File: src/rtl/fpwr_pkg.sv
package fpwr_pkg;

   typedef enum logic [1:0] {
      PS_IDLE  = 2'd0,
      PS_ISSUE = 2'd1,
      PS_WAIT  = 2'd2,
      PS_GAP   = 2'd3
   } poll_state_t;

   // ceil(hz * ns / 1e9)
   function automatic longint unsigned ns_to_cycles(longint unsigned hz, longint unsigned ns);
      return (hz * ns + 64'd999_999_999) / 64'd1_000_000_000;
   endfunction

endpackage

File: src/rtl/fpwr_wait_timer.sv
module fpwr_wait_timer #(
   parameter int unsigned LIMIT = 16,
   localparam int unsigned W = $clog2(LIMIT + 1)
) (
   input  logic         clk,
   input  logic         rst_n,
   input  logic         run,
   output logic [W-1:0] count,
   output logic         expired
);

   generate
      if (LIMIT < 1) begin : g_bad_limit
         $error("fpwr_wait_timer: LIMIT must be at least 1");
      end
   endgenerate

   always_ff @(posedge clk) begin
      if (!rst_n || !run)
         count <= '0;
      else if (count != W'(LIMIT))
         count <= count + 1'b1;
   end

   assign expired = run && (count == W'(LIMIT));

   a_r1_saturates : assert property (@(posedge clk) disable iff (!rst_n)
      (run && $past(run) && $past(count) == W'(LIMIT)) |-> count == W'(LIMIT));

endmodule

File: src/rtl/fpwr_status_poll.sv
module fpwr_status_poll
   import fpwr_pkg::*;
#(
   parameter int unsigned GAP_CYC   = 4,
   parameter int unsigned TMO_CYC   = 1000,
   parameter int unsigned READY_BIT = 7
) (
   input  logic       clk,
   input  logic       rst_n,
   input  logic       enable,
   input  logic       start,
   input  logic       spi_done,
   input  logic [7:0] spi_rdata,
   output logic       spi_start,
   output logic       busy,
   output logic       tmo_err
);

   localparam int unsigned GW = $clog2(GAP_CYC + 1);
   localparam int unsigned TW = $clog2(TMO_CYC + 1);

   generate
      if (GAP_CYC < 1) begin : g_bad_gap
         $error("fpwr_status_poll: GAP_CYC must be at least 1");
      end
      if (TMO_CYC < 4) begin : g_bad_tmo
         $error("fpwr_status_poll: TMO_CYC must be at least 4");
      end
      if (READY_BIT > 7) begin : g_bad_bit
         $error("fpwr_status_poll: READY_BIT must lie within the status byte");
      end
   endgenerate

   poll_state_t    st;
   logic [GW-1:0]  gap_cnt;
   logic [TW-1:0]  tmo_cnt;
   logic           tmo_hit;

   assign tmo_hit = (st != PS_IDLE) && (tmo_cnt == TW'(TMO_CYC - 1));

   always_ff @(posedge clk) begin
      if (!rst_n || !enable) begin
         st      <= PS_IDLE;
         gap_cnt <= '0;
         tmo_cnt <= '0;
         tmo_err <= 1'b0;
      end else if (tmo_hit) begin
         st      <= PS_IDLE;
         tmo_err <= 1'b1;
      end else begin
         if (st != PS_IDLE)
            tmo_cnt <= tmo_cnt + 1'b1;
         case (st)
            PS_IDLE: if (start) begin
               st      <= PS_ISSUE;
               tmo_cnt <= '0;
            end
            PS_ISSUE: st <= PS_WAIT;
            PS_WAIT: if (spi_done) begin
               if (spi_rdata[READY_BIT]) begin
                  st <= PS_IDLE;
               end else begin
                  st      <= PS_GAP;
                  gap_cnt <= '0;
               end
            end
            PS_GAP: begin
               if (gap_cnt == GW'(GAP_CYC - 1))
                  st <= PS_ISSUE;
               else
                  gap_cnt <= gap_cnt + 1'b1;
            end
            default: st <= PS_IDLE;
         endcase
      end
   end

   assign spi_start = (st == PS_ISSUE);
   assign busy      = (st != PS_IDLE);

   // the transfer start is a single-cycle pulse
   a_r5_start_pulse : assert property (@(posedge clk) disable iff (!rst_n)
      spi_start |=> !spi_start);

   // the error flag is only ever raised out of an active poll
   a_r8_err_from_busy : assert property (@(posedge clk) disable iff (!rst_n)
      $rose(tmo_err) |-> $past(busy));

   // a ready status ends the poll on the next edge
   a_r6_ready_ends : assert property (@(posedge clk) disable iff (!rst_n)
      (enable && busy && !spi_start && spi_done && spi_rdata[READY_BIT] && !$past(spi_start)) |=> !busy);

endmodule

File: src/rtl/fpwr_seq_top.sv
module fpwr_seq_top
   import fpwr_pkg::*;
#(
   parameter int unsigned CLK_HZ       = 125_000_000,
   parameter int unsigned SEL_DELAY_NS = 50_000,
   parameter int unsigned WR_DELAY_NS  = 20_000_000,
   parameter int unsigned POLL_GAP     = 64,
   parameter int unsigned TMO_CYC      = 2_000_000,
   parameter logic [7:0]  STATUS_CMD   = 8'h05,
   parameter bit          SHARED_TIMER = 1'b1
) (
   input  logic       clk,
   input  logic       rst_n,
   input  logic       supply_ok,
   input  logic       op_req,
   input  logic       op_is_write,
   output logic       op_grant,
   input  logic       op_done,
   output logic       rd_permit,
   output logic       wr_permit,
   output logic       busy,
   output logic       tmo_err,
   output logic       spi_start,
   output logic [7:0] spi_cmd,
   input  logic       spi_done,
   input  logic [7:0] spi_rdata
);

   localparam int unsigned SEL_CYC = int'(ns_to_cycles(CLK_HZ, SEL_DELAY_NS));
   localparam int unsigned WR_CYC  = int'(ns_to_cycles(CLK_HZ, WR_DELAY_NS));
   localparam int unsigned WR_W    = $clog2(WR_CYC + 1);
   localparam int unsigned READY_BIT = 7;

   generate
      if (SEL_CYC < 1) begin : g_bad_sel
         $error("fpwr_seq_top: select delay rounds to zero cycles");
      end
      if (WR_CYC < SEL_CYC) begin : g_bad_order
         $error("fpwr_seq_top: write delay must not be shorter than select delay");
      end
   endgenerate

   // power-up permits
   generate
      if (SHARED_TIMER) begin : g_shared
         logic [WR_W-1:0] cnt;
         logic            wr_exp;
         fpwr_wait_timer #(.LIMIT(WR_CYC)) u_tmr (
            .clk(clk), .rst_n(rst_n), .run(supply_ok), .count(cnt), .expired(wr_exp));
         assign rd_permit = supply_ok && (cnt >= WR_W'(SEL_CYC));
         assign wr_permit = wr_exp;
      end else begin : g_split
         localparam int unsigned SEL_W = $clog2(SEL_CYC + 1);
         logic [SEL_W-1:0] cnt_s;
         logic [WR_W-1:0]  cnt_w;
         fpwr_wait_timer #(.LIMIT(SEL_CYC)) u_sel (
            .clk(clk), .rst_n(rst_n), .run(supply_ok), .count(cnt_s), .expired(rd_permit));
         fpwr_wait_timer #(.LIMIT(WR_CYC)) u_wr (
            .clk(clk), .rst_n(rst_n), .run(supply_ok), .count(cnt_w), .expired(wr_permit));
      end
   endgenerate

   // grant handshake
   logic gnt_q;
   logic gnt_wr_q;
   logic poll_busy;
   logic poll_start;
   logic permit_ok;

   assign permit_ok  = op_is_write ? wr_permit : rd_permit;
   assign poll_start = gnt_q && op_done && gnt_wr_q;

   always_ff @(posedge clk) begin
      if (!rst_n || !supply_ok) begin
         gnt_q    <= 1'b0;
         gnt_wr_q <= 1'b0;
      end else if (gnt_q) begin
         if (op_done)
            gnt_q <= 1'b0;
      end else if (op_req && permit_ok && !poll_busy) begin
         gnt_q    <= 1'b1;
         gnt_wr_q <= op_is_write;
      end
   end

   fpwr_status_poll #(
      .GAP_CYC(POLL_GAP), .TMO_CYC(TMO_CYC), .READY_BIT(READY_BIT)
   ) u_poll (
      .clk(clk), .rst_n(rst_n), .enable(supply_ok), .start(poll_start),
      .spi_done(spi_done), .spi_rdata(spi_rdata),
      .spi_start(spi_start), .busy(poll_busy), .tmo_err(tmo_err));

   assign op_grant = gnt_q;
   assign busy     = poll_busy;
   assign spi_cmd  = STATUS_CMD;

   // supply loss clears grant and poll on the next edge
   a_r3_off_quiet : assert property (@(posedge clk) disable iff (!rst_n)
      !supply_ok |=> (!op_grant && !busy && !tmo_err));

   // never granted while a poll runs
   a_r7_no_grant_busy : assert property (@(posedge clk) disable iff (!rst_n)
      busy |-> !op_grant);

   // write permission implies read permission
   a_r2_wr_after_rd : assert property (@(posedge clk) disable iff (!rst_n)
      wr_permit |-> rd_permit);

   // a new grant is always backed by the read permission
   a_r4_grant_permit : assert property (@(posedge clk) disable iff (!rst_n)
      $rose(op_grant) |-> $past(rd_permit));

endmodule

File: config.mk
export PLATFORM = sky130hd
export DESIGN_NAME = fpwr_seq_top
export DESIGN_NICKNAME = d
export VERILOG_FILES = /design/src/rtl/fpwr_pkg.sv /design/src/rtl/fpwr_wait_timer.sv /design/src/rtl/fpwr_status_poll.sv /design/src/rtl/fpwr_seq_top.sv
export SDC_FILE = /design/constraint.sdc
export NUM_CORES = 1
export LEC_CHECK = 0
export ABC_AREA = 0
export CAP_MARGIN = 20
export CORE_MARGIN = 4
export CORE_UTILIZATION = 40
export DETAILED_ROUTE_END_ITERATION = 10
export PLACE_DENSITY = 0.64
export SLEW_MARGIN = 20
export SYNTH_ARGS = -nofsm -noshare
export SYNTH_HDL_FRONTEND = slang
export SYNTH_SLANG_ARGS = --single-unit
File: constraint.sdc
create_clock -name clk -period 4.4 [get_ports clk]
set_input_delay 0.88 -clock clk [delete_from_list [all_inputs] [get_ports clk]]
set_output_delay 0.88 -clock clk [all_outputs]
set_load 0.03 [all_outputs]
# [After elaboration in Yosys (flattened, before gate mapping)]
# Index checks and enable logic that the tools add are counted.
[totals] word_cells=59 input_bits=15 ff_bits=55
[classes] magnitude_cmp=1 eq_ne=12 bitwise=2 reduce_logical=18 n_mux=16 n_addsub=3
[op_table] operator="21-bit two-way mux" count=3
[op_table] operator="22-bit by 1-bit adder with 22-bit output, second input constant" count=1
[op_table] operator="22-bit equality test, second input constant" count=1
[op_table] operator="22-bit by 13-bit greater-or-equal comparator with 1-bit output, second input constant" count=1
[op_table] operator="22-bit inequality test, second input constant" count=1
[op_table] operator="21-bit by 1-bit adder with 21-bit output, second input constant" count=1
[op_table] operator="21-bit equality test, second input constant" count=1
[op_table] operator="7-bit two-way mux" count=3
[op_table] operator="7-bit one-hot mux with 2 select lines" count=1
[op_table] operator="2-bit two-way mux" count=4
[op_table] operator="2-bit inequality test, second input constant" count=4
[op_table] operator="2-bit one-hot mux with 4 select lines" count=1
[op_table] operator="7-bit by 1-bit adder with 7-bit output, second input constant" count=1
[op_table] operator="7-bit by 6-bit equality test with 1-bit output, second input constant" count=1
[op_table] operator="1-bit logical AND" count=7
[op_table] operator="5-bit AND reduction" count=1
[op_table] operator="2-bit equality test, second input constant" count=2
[op_table] operator="1-bit two-way mux" count=4
[op_table] operator="2-bit nonzero test" count=2
[op_table] operator="1-bit logical NOT" count=3
[op_table] operator="3-bit AND reduction" count=1
[op_table] operator="2-bit by 1-bit equality test with 1-bit output, second input constant" count=1
[op_table] operator="2-bit logical NOT" count=1
[op_table] operator="2-bit by 1-bit inequality test with 1-bit output, second input constant" count=1
[op_table] operator="4 further kinds" count=5

# [Logic depth before layout (Yosys ltp)]
# Gate-level depths: netlist of run 1.
[logic_depth] depth_word=7 depth_mapped=8

# [Cells and area by module]
# Synthesis of run 1 repeated with hierarchy kept, for this count alone.
[unflattened] cells_unflattened=377 area_unflattened_um2=3176.8
[modules_own_cells] module="fpwr_status_poll" n_inst=1 cells_each=213 area_each_um2=1799.2
[modules_own_cells] module="fpwr_wait_timer" n_inst=1 cells_each=129 area_each_um2=1121.1
[modules_own_cells] module="fpwr_seq_top" n_inst=1 cells_each=35 area_each_um2=256.5

# [Least setup slack after synthesis of run 1]
# No wires, ideal clock.
[synth_timing] path_type="register to output" startpoint="register g_shared.u_tmr.count[15]" endpoint="output wr_permit" required_ns=3.520 path_slack_ns=1.726 t_arrival_ns=1.794 n_path_buf=0 path_stages_with_launch=5 path_cell_list="dfxtp_1 or2_1 or4_4 nor4_2 and2_1"
[synth_between] elab_chain_len=2
[synth_rtl] item="start: declaration" line_no="fpwr_wait_timer.sv:8" source="output logic [W-1:0] count,"
[synth_rtl] item="start signal: assignment" line_no="fpwr_wait_timer.sv:22" source="count <= count + 1'b1;"
[synth_rtl] item="22-bit equality test" line_no="fpwr_wait_timer.sv:25" source="assign expired = run && (count == W'(LIMIT));"
[synth_rtl] item="1-bit logical AND" line_no="fpwr_wait_timer.sv:25"
[synth_rtl] item="end: declaration" line_no="fpwr_seq_top.sv:20" source="output logic wr_permit,"
# No other way between the ends.

# [Final worst setup path of run 1]
# Same ends and word-level chain as after synthesis.

==> metrics.txt, run 1 <==
status=complete, no violations; IO Pins=29; Sw Share=23.8%; Global Route Usage Sum=15.4%; DRC viols=0; total core area=7250 µm²; I/O Buffers=13; Post-CTS Setup Bufs=0; remaining global-route overflow=0; H-tree depth=2; GRT busiest layer=met2; worst vdd ir=0.000117 V; Ys Warns=0; CP Launch Type=register; hold path startpoint=u_poll.gap_cnt[6]$_SDFFE_PP0P_; antenna diode count=0; Final period util=83.9%; Routed WL=6390 µm; post-DP HPWL=4510 µm; die extent in x=94.3 µm; first-pass GRT wire length=11,300 µm; clock power share=34.1%; register area share after synthesis=37.0%; RSZ-0062 raised after global routing=false; Worst EP arrival=2810 ps; Clock Skews=10.7 ps; max-cap violations=0; transition time of the tightest slew-check pin=827 ps; CTS tree=built; Slew Limit Fails=0; Clock transition at path regs=100 ps; Seq cells post-synth=55; maximum fanout along the worst path=7; Root Driver=clkbuf_8; worst skew pair latency=310 ps; predominant post-synthesis flop cell=dfxtp_1; reg2reg setup slack=1820 ps; final setup vio count=0; syn_area_per_cell=8.07 µm²; largest net degree at the start of global routing=29; Die Area=8890 µm²; Cell Area, Synth=2980 µm²; cell with the most instances after synthesis=dfxtp_1; largest area contributor in the netlist=dfxtp_1; Power Density=250 nW/µm²; Crit. Startpoint=g_shared.u_tmr.count[15]$_SDFFE_PP0P_; area grow syn2layout=8.61%; final period demand of the worst path=3690 ps; FILL cells=756; Clock Path Buffers=2; Routed Antenna Nets=0; vias in the first global route=2,431; Hold Path Class=reg2reg; Post-Place Worst Slack=1010 ps; Static Leakage=0.993 nW; met2 Use GR=25.7%; antenna violations before repair=0; Final #Nets=398; total number of vias=2,592; via-per-instance ratio=5.48; Gate power share=4.2%; top cells by area, synth=dfxtp_1 (37%), nand3_1 (4.9%), nand2_1 (4.7%); synth unique cells=55; Int Power=0.000617 W; Psw=0.000193 W; First-pass DRT Iterations=4; CP Capture Type=output port; Async SR Flop Fraction=0%; Initial Util=41.1%; die height=94.3 µm; Post-Synthesis Cells=369; crit path kind=reg2out; row count=31; DRC violation total after the first TritonRoute iteration=106; most instantiated cells after synthesis=dfxtp_1 (55), nand2_1 (37), nor2_1 (35); gpl congestion=0.763; Num CTS Buffers=5; top cell type's share of synthesized area=37.0%; highest clock rate=271 MHz; WP data required=3520 ps; met3 Use GR=3.13%; clock sink count=55; setup_tns=0 ps; Max-slew headroom=44.7%; number of enable flip-flop cells after synthesis=0; PostCTS Resize Cnt=0; GR Util met1=20.0%; hold buffers post-CTS=0; Seq pwr share=61.7%; RR Startpoint=u_poll.st[0]$_SDFFE_PP0P_; final hold vios=0; ratio of cells with drive above 1 in the final layout=5.88%; detailed-route wire length per cell=13.5 µm; fin util=44.6%; final worst setup slack=706 ps
-- layer usage --
metal | up-vias | share of wire [%]
met5 | - | 0
met4 | 0 | 0.95
met3 | 7 | 2.8
met2 | 25 | 47
met1 | 1240 | 50
li1 | 1320 | -
-- final cells by class --
cell class	count	area (µm²)	share of cell area, %
Clock buffer	5	68.8	2.13
Clock inverter	2	13.8	0.426
Inverter	13	48.8	1.51
Multi-Input combinational cell	284	1730	53.6
Sequential cell	55	1100	34.0
Tap cell	99	124	3.83
Timing Repair Buffer	15	145	4.49
-- sequential cells by signal, summed over array words and instances (netlist names) --
name                  flops
u_poll.tmo_cnt           21
u_poll.gap_cnt            7
gnt_wr_q                  1
g_shared.u_tmr.count     22
u_poll.st                 2
op_grant                  1
u_poll.tmo_err            1
-- logic make-up after synthesis --
logic type	count (synthesis)	share of synthesized area, %
buf+inv	36	5.59
fa+ha+maj	9	3.78
simple gates	183	32.7
xor+xnor	19	5.59
flops	55	37.0
other cells	2	0.252
compound gates	60	13.3
mux	5	1.81
-- worst max-delay path, stage by stage, from the launching register on --
cell	delay (ps)
dfxtp_1	370
or2_1	250
or4_4	450
nor4_2	570
and2_1	210
clkdlybuf4s50_1	670
-- stage by stage --
| step | std cells | hold slack (ps) | instance area, µm² | total power, W |
|---|---|---|---|---|
| 2_1_floorplan | 375 | 421 | 3000 | 0.000538 |
| 3_3_place_gp | 466 | 438 | 3150 | 0.000545 |
| 3_5_place_dp | 466 | 441 | 3150 | 0.000545 |
| 4_1_cts | 473 | 459 | 3230 | 0.000822 |
| 5_1_grt | 473 | 492 | 3230 | 0.000843 |
| 6_report | 473 | 461 | 3230 | 0.000810 |
-- final timing paths --
path,to,depth (start not counted)
worst max register to register,u_poll.tmo_cnt[20]$_SDFFE_PP0N_,7
worst min-delay path,u_poll.gap_cnt[6]$_SDFFE_PP0P_,2
worst min register to register,u_poll.gap_cnt[6]$_SDFFE_PP0P_,2
worst max-delay path,wr_permit,5
-- layout by cell type, fill, tap and decap left out, types with 11 or more instances in the layout --
cell type and n:
inv_1 13, xnor2_1 13, nand2_1 37, a21oi_1 18, clkdlybuf4s50_1 13, nand3_1 29, nand4_1 11, dfxtp_1 55
or3_1 11, nor2_1 35, nor3_1 13
-- power groups by stage --
stage	logic, W	clock network, W	registers [W]
6_report	0.0000342	0.000276	0.000499
5_1_grt	0.0000375	0.000306	0.000500
4_1_cts	0.0000340	0.000288	0.000499
3_5_place_dp	0.0000339	0	0.000511
3_3_place_gp	0.0000338	0	0.000511
2_1_floorplan	0.0000275	0	0.000511
Note: power is estimated with default switching activity, not from simulation.
==> run 2, diff against run 1 <==
==> constraint.sdc (replaced) <==
create_clock -name clk -period 3.8 [get_ports clk]
set_input_delay 0.76 -clock clk [delete_from_list [all_inputs] [get_ports clk]]
set_output_delay 0.76 -clock clk [all_outputs]
set_load 0.03 [all_outputs]
==> run 2 against run 1 <==
Core utilization up 0.71 points; wire length down 0.74%; critical path depth up 1; largest cell class unchanged; largest power group unchanged.
==> metrics.txt, run 2 (same netlist as run 1, synthesis figures left out) <==
Clock Path Buffers=2 (unchanged); Global Route Usage Sum=15.0% (-0.42 points); Sw Share=22.5% (-1.3 points); clock power share=39.2% (+5.1 points); H-tree depth=2 (unchanged); PostCTS Resize Cnt=0 (unchanged); Routed Antenna Nets=0 (unchanged); First-pass DRT Iterations=4 (unchanged); Static Leakage=1.02 nW (+2.6%); total core area=7250 µm² (unchanged); die extent in x=94.3 µm (unchanged); DRC violation total after the first TritonRoute iteration=148 (+40%); max-cap violations=0 (unchanged); Hold Slack=458 ps (-3.77 ps); Power Density=310 nW/µm² (+24%); commonest non-fill, non-tap cells in the layout=dfxtp_1 (55), nand2_1 (37), nor2_1 (35); I/O Buffers=13 (unchanged); final hold vios=0 (unchanged); CP Launch Type=register; row count=31 (unchanged); Gate power share=3.9% (-0.3 points); remaining global-route overflow=0 (unchanged); Final period util=88.5%; setup_tns=0 ps (unchanged); final setup vio count=0 (unchanged); biggest regs=g_shared.u_tmr.count: 22 flops, u_poll.tmo_cnt: 21 flops, u_poll.gap_cnt: 7 flops; Die Area=8890 µm² (unchanged); worst vdd ir=0.000176 V (+51%); detailed-route wire length per cell=13.3 µm (-1.6%); DRC viols=0 (unchanged); IO Pins=29 (unchanged); status=complete, no violations; clock sink count=55 (unchanged); Clock Skews=21.1 ps (+10.4 ps); post-DP HPWL=4550 µm (+0.86%); Seq pwr share=56.9% (-4.8 points); Initial Util=41.1% (unchanged); maximum fanout along the worst path=7 (unchanged); CP Capture Type=output port; Num CTS Buffers=5 (unchanged); vias in the first global route=2,401 (-1.2%); largest net degree at the start of global routing=23 (-21%); Int Power=0.000788 W (+28%); Routed WL=6350 µm (-0.74%); hold buffers post-CTS=0 (unchanged); CTS tree=built; worst skew pair latency=320 ps (about the same); Hold Path Class=reg2reg; gpl congestion=0.761 (-0.37%); via-per-instance ratio=5.43 (-0.88%); area grow syn2layout=10.3%; Largest register FFs=22 (unchanged); final period demand of the worst path=3360 ps; total number of vias=2,591 (-0.039%); highest clock rate=297 MHz; Psw=0.000229 W (+19%); Largest Register=g_shared.u_tmr.count; crit path kind=reg2out; Total Power=0.00102 W (+26%); antenna diode count=0 (unchanged); first-pass GRT wire length=10,900 µm (-3.2%); Post-CTS Setup Bufs=0 (unchanged); Clock transition at path regs=110 ps (about the same); WP data required=3040 ps (-480 ps); transition time of the tightest slew-check pin=635 ps (-192 ps); Max-slew headroom=57.3% (+13 points); RSZ-0062 raised after global routing=false; Root Driver=clkbuf_8; Worst EP arrival=2600 ps (-210 ps); die height=94.3 µm (unchanged); FILL cells=727 (-3.8%); antenna violations before repair=0 (unchanged); Final #Nets=401 (+0.75%); ratio of cells with drive above 1 in the final layout=6.61% (+0.73 points); commonest non-fill, non-tap cell in the layout=dfxtp_1; Slew Limit Fails=0 (unchanged)
[run 2: final cells by class]
| cell class | count | area [µm²] | share of cell area, % |
|---|---|---|---|
| Clock buffer | 6 | 72.6 | 2.21 |
| Tap cell | 99 | 124 | 3.77 |
| Clock inverter | 2 | 38.8 | 1.18 |
| Multi-Input combinational cell | 284 | 1730 | 52.7 |
| Sequential cell | 55 | 1100 | 33.5 |
| Inverter | 13 | 48.8 | 1.49 |
| Timing Repair Buffer | 18 | 168 | 5.10 |
[run 2: worst paths after layout]
check	start	endpoint	slack, ps	depth (start not counted)
worst max-delay path	g_shared.u_tmr.count[15]$_SDFFE_PP0P_	wr_permit	440	6
worst min-delay path	u_poll.tmo_err$_SDFFE_PP0P_	u_poll.tmo_err$_SDFFE_PP0P_	460	2
worst max register to register	u_poll.st[0]$_SDFFE_PP0P_	u_poll.tmo_cnt[20]$_SDFFE_PP0N_	1290	7
worst min register to register	u_poll.tmo_err$_SDFFE_PP0P_	u_poll.tmo_err$_SDFFE_PP0P_	460	2
[run 2: metal layers]
metal / wire [µm] / part of all wire, % / global-route usage, % / up-vias
met5: 0 / 0 / 0 / -
met4: 64 / 1.0 / 4.33 / 0
met3: 155 / 2.4 / 2.40 / 4
met2: 3070 / 48 / 26.2 / 29
met1: 3050 / 48 / 18.9 / 1231
li1: - / - / - / 1327
[run 2: through the flow]
step	utilization, %	instance area (µm²)	instances	setup slack [ps]
after global routing	45.3	3290	477	319
after CTS	45.3	3290	477	397
after detailed placement	43.8	3170	469	747
after floorplan	-	3000	375	1250
final	45.3	3290	477	437
after global placement	43.8	3170	469	752
[run 2: worst max-delay path, stage by stage, from the launching register on]
cell             delay, ps
dfxtp_1                370
or2_1                  250
or4_4                  440
nor4_2                 290
buf_4                  180
and2_1                 120
clkdlybuf4s50_1        670
[run 2: power groups by stage]
stage | clock [W] | sequential [W] | combinational, W
2_1_floorplan | 0 | 0.000591 | 0.0000319
3_3_place_gp | 0 | 0.000592 | 0.0000401
3_5_place_dp | 0 | 0.000592 | 0.0000403
4_1_cts | 0.000414 | 0.000578 | 0.0000403
5_1_grt | 0.000434 | 0.000579 | 0.0000443
6_report | 0.000398 | 0.000578 | 0.0000401
==> run 3, diff against run 2 <==
--- a/config.mk
+++ b/config.mk
@@ -11,6 +11,7 @@
 export CORE_UTILIZATION = 40
 export DETAILED_ROUTE_END_ITERATION = 10
 export PLACE_DENSITY = 0.64
+export REMOVE_ABC_BUFFERS = 1
 export SLEW_MARGIN = 20
 export SYNTH_ARGS = -nofsm -noshare
 export SYNTH_HDL_FRONTEND = slang
==> run 3 against run 2 <==
Maximum frequency down 1.1%; non-clock buffer count unchanged; critical endpoint unchanged; count of clock-buffer cells in the layout down 1; combinational power up 1%; final cell count unchanged; die area unchanged; clock power up 3%; wire length up 2.6%; register-to-register slack worse by 40 ps.
==> metrics.txt, run 3 (same netlist as run 1, synthesis figures left out) <==
CP Launch Type=register; I/O Buffers=13 (unchanged); Num CTS Buffers=5 (unchanged); die extent in x=94.3 µm (unchanged); Worst path max stage delay=660 ps (about the same); H-tree depth=2 (unchanged); biggest regs=g_shared.u_tmr.count: 22 flops, u_poll.tmo_cnt: 21 flops, u_poll.gap_cnt: 7 flops; CP bufs+invs=2 (unchanged); PostCTS Resize Cnt=0 (unchanged); antenna violations before repair=0 (unchanged); max-cap violations=0 (unchanged); die height=94.3 µm (unchanged); Final period util=89.5% (+0.97 points); depth of the worst register-to-register path=7 (unchanged); Largest Register=g_shared.u_tmr.count; total number of vias=2,612 (+0.81%); placed cell area=3170 µm² (unchanged); transition time of the tightest slew-check pin=663 ps (+27.7 ps); RR Startpoint=u_poll.st[0]$_SDFFE_PP0P_; Slowest-stage cell, CP=clkdlybuf4s50_1; DRC viols=0 (unchanged); worst vdd ir=0.000172 V (-2.6%); final period demand of the worst path=3400 ps (+36.9 ps); Slew Limit Fails=0 (unchanged); Clock Path Buffers=2 (unchanged); final hold vios=0 (unchanged); Initial Util=41.1% (unchanged); Global Route Usage Sum=15.8% (+0.82 points); GR Util met1=20.7% (+1.8 points); FF/Latch Area=1100 µm² (unchanged); total core area=7250 µm² (unchanged); Max-slew headroom=55.5% (-1.9 points); Hold Path Class=reg2reg; post-DP HPWL=4590 µm (+0.85%); Hold Slack=455 ps (-2.97 ps); clock sink count=55 (unchanged); FILL cells=752 (+3.4%); status=complete, no violations; setup_tns=0 ps (unchanged); Static Leakage=1.02 nW (-0.10%); first-pass GRT wire length=11,200 µm (+3.0%); commonest non-fill, non-tap cell in the layout=dfxtp_1; hold buffers post-CTS=0 (unchanged); met2 Use GR=25.4% (-0.77 points); remaining global-route overflow=0 (unchanged); final setup vio count=0 (unchanged); worst skew pair latency=330 ps (about the same); CTS tree=built; IO Pins=29 (unchanged); Final #Nets=401 (unchanged); fin area=3290 µm² (+0.11%); WP data required=3040 ps (about the same); end of the worst register-to-register path=u_poll.tmo_cnt[20]$_SDFFE_PP0N_; Root Driver=clkbuf_8; Clock Skews=14.9 ps (-6.23 ps); Power Density=312 nW/µm² (+0.85%); highest clock rate=294 MHz (-1.1%); Critical Path Sink=wr_permit; CP Capture Type=output port; fin util=45.4% (+0.052 points); Post-CTS Setup Bufs=0 (unchanged); CP top delay family=simple AND/OR/NAND/NOR gates; Routed Antenna Nets=0 (unchanged); critical path depth=6 (unchanged); detailed-route wire length per cell=13.7 µm (+2.6%); First-pass DRT Iterations=4 (unchanged); commonest non-fill, non-tap cells in the layout=dfxtp_1 (55), nand2_1 (37), nor2_1 (35); GRT busiest layer=met2; gpl congestion=0.824 (+8.3%); hold depth=2 (unchanged); reg2reg setup slack=1250 ps (-40 ps); Routed WL=6510 µm (+2.6%); ratio of cells with drive above 1 in the final layout=6.88% (+0.26 points); met3 Use GR=4.25% (+1.8 points); maximum fanout along the worst path=7 (unchanged); crit path kind=reg2out; Largest register FFs=22 (unchanged); RSZ-0062 raised after global routing=false; vias in the first global route=2,405 (+0.17%); area of the multi-input gates=1730 µm² (unchanged); DRC violation total after the first TritonRoute iteration=72 (-51%); antenna diode count=0 (unchanged); row count=31 (unchanged); worst path cell trace=or2_1 > or4_4 > nor4_2 > buf_4 > and2_1 > clkdlybuf4s50_1; via-per-instance ratio=5.48 (+0.81%); Clock transition at path regs=110 ps (about the same); Die Area=8890 µm² (unchanged); area grow syn2layout=10.5%; largest net degree at the start of global routing=23 (unchanged); Crit. Startpoint=g_shared.u_tmr.count[15]$_SDFFE_PP0P_; Worst EP arrival=2640 ps (+40 ps)
==> run 3: changes by cell type in the layout (fill, tap and decap cells not counted) <==
cell and delta:
clkinvlp_4 +1, clkbuf_1 -1
==> run 3: worst min-delay path, stage by stage (launching register included) <==
cell and delay [ps]:
dfxtp_1 340, nand2_1 50, a31oi_1 30
==> run 3: per-layer routing <==
metal / routed length (µm) / share of wire (%) / vias up
met3: 240 / 3.7 / 6
li1: - / - / 1332
met2: 3020 / 46 / 42
met5: 0 / 0 / -
met1: 3180 / 49 / 1232
met4: 74 / 1.1 / 0
==> run 3: through the flow <==
stage / power, W / instances / setup slack (ps)
floorplan: 0.000615 / 352 / 1250
global placement: 0.000632 / 469 / 756
detailed placement: 0.000632 / 469 / 741
CTS: 0.00104 / 477 / 374
global route: 0.00108 / 477 / 208
finish: 0.00103 / 477 / 400
==> run 3: final cells by class <==
class	instances	area share, %
clock buffers	5	2.09
clock inverters	3	1.41
inverters	13	1.48
multi-input cells	284	52.7
flip-flops and latches	55	33.5
well taps	99	3.77
repair buffers	18	5.10
==> run 3: worst min-delay path by stage <==
stage | slack [ps] | startpoint | end
4_1_cts | 460 | u_poll.gap_cnt[6]$_SDFFE_PP0P_ | u_poll.gap_cnt[6]$_SDFFE_PP0P_
5_1_grt | 480 | u_poll.gap_cnt[6]$_SDFFE_PP0P_ | u_poll.gap_cnt[6]$_SDFFE_PP0P_
2_1_floorplan | 420 | u_poll.gap_cnt[6]$_SDFFE_PP0P_ | u_poll.gap_cnt[6]$_SDFFE_PP0P_
3_3_place_gp | 430 | u_poll.tmo_err$_SDFFE_PP0P_ | u_poll.tmo_err$_SDFFE_PP0P_
6_report | 450 | u_poll.gap_cnt[6]$_SDFFE_PP0P_ | u_poll.gap_cnt[6]$_SDFFE_PP0P_
3_5_place_dp | 440 | u_poll.gap_cnt[6]$_SDFFE_PP0P_ | u_poll.gap_cnt[6]$_SDFFE_PP0P_
==> run 3: report_power, final <==
part / internal, W / total, W / switching, W / leakage (nW)
Sequential: 0.000577 / 0.000578 / 0.00000136 / 0.443
Clock: 0.000199 / 0.000408 / 0.000209 / 0.0548
Combinational: 0.0000117 / 0.0000405 / 0.0000289 / 0.521
Total: 0.000788 / 0.00103 / 0.000239 / 1.02
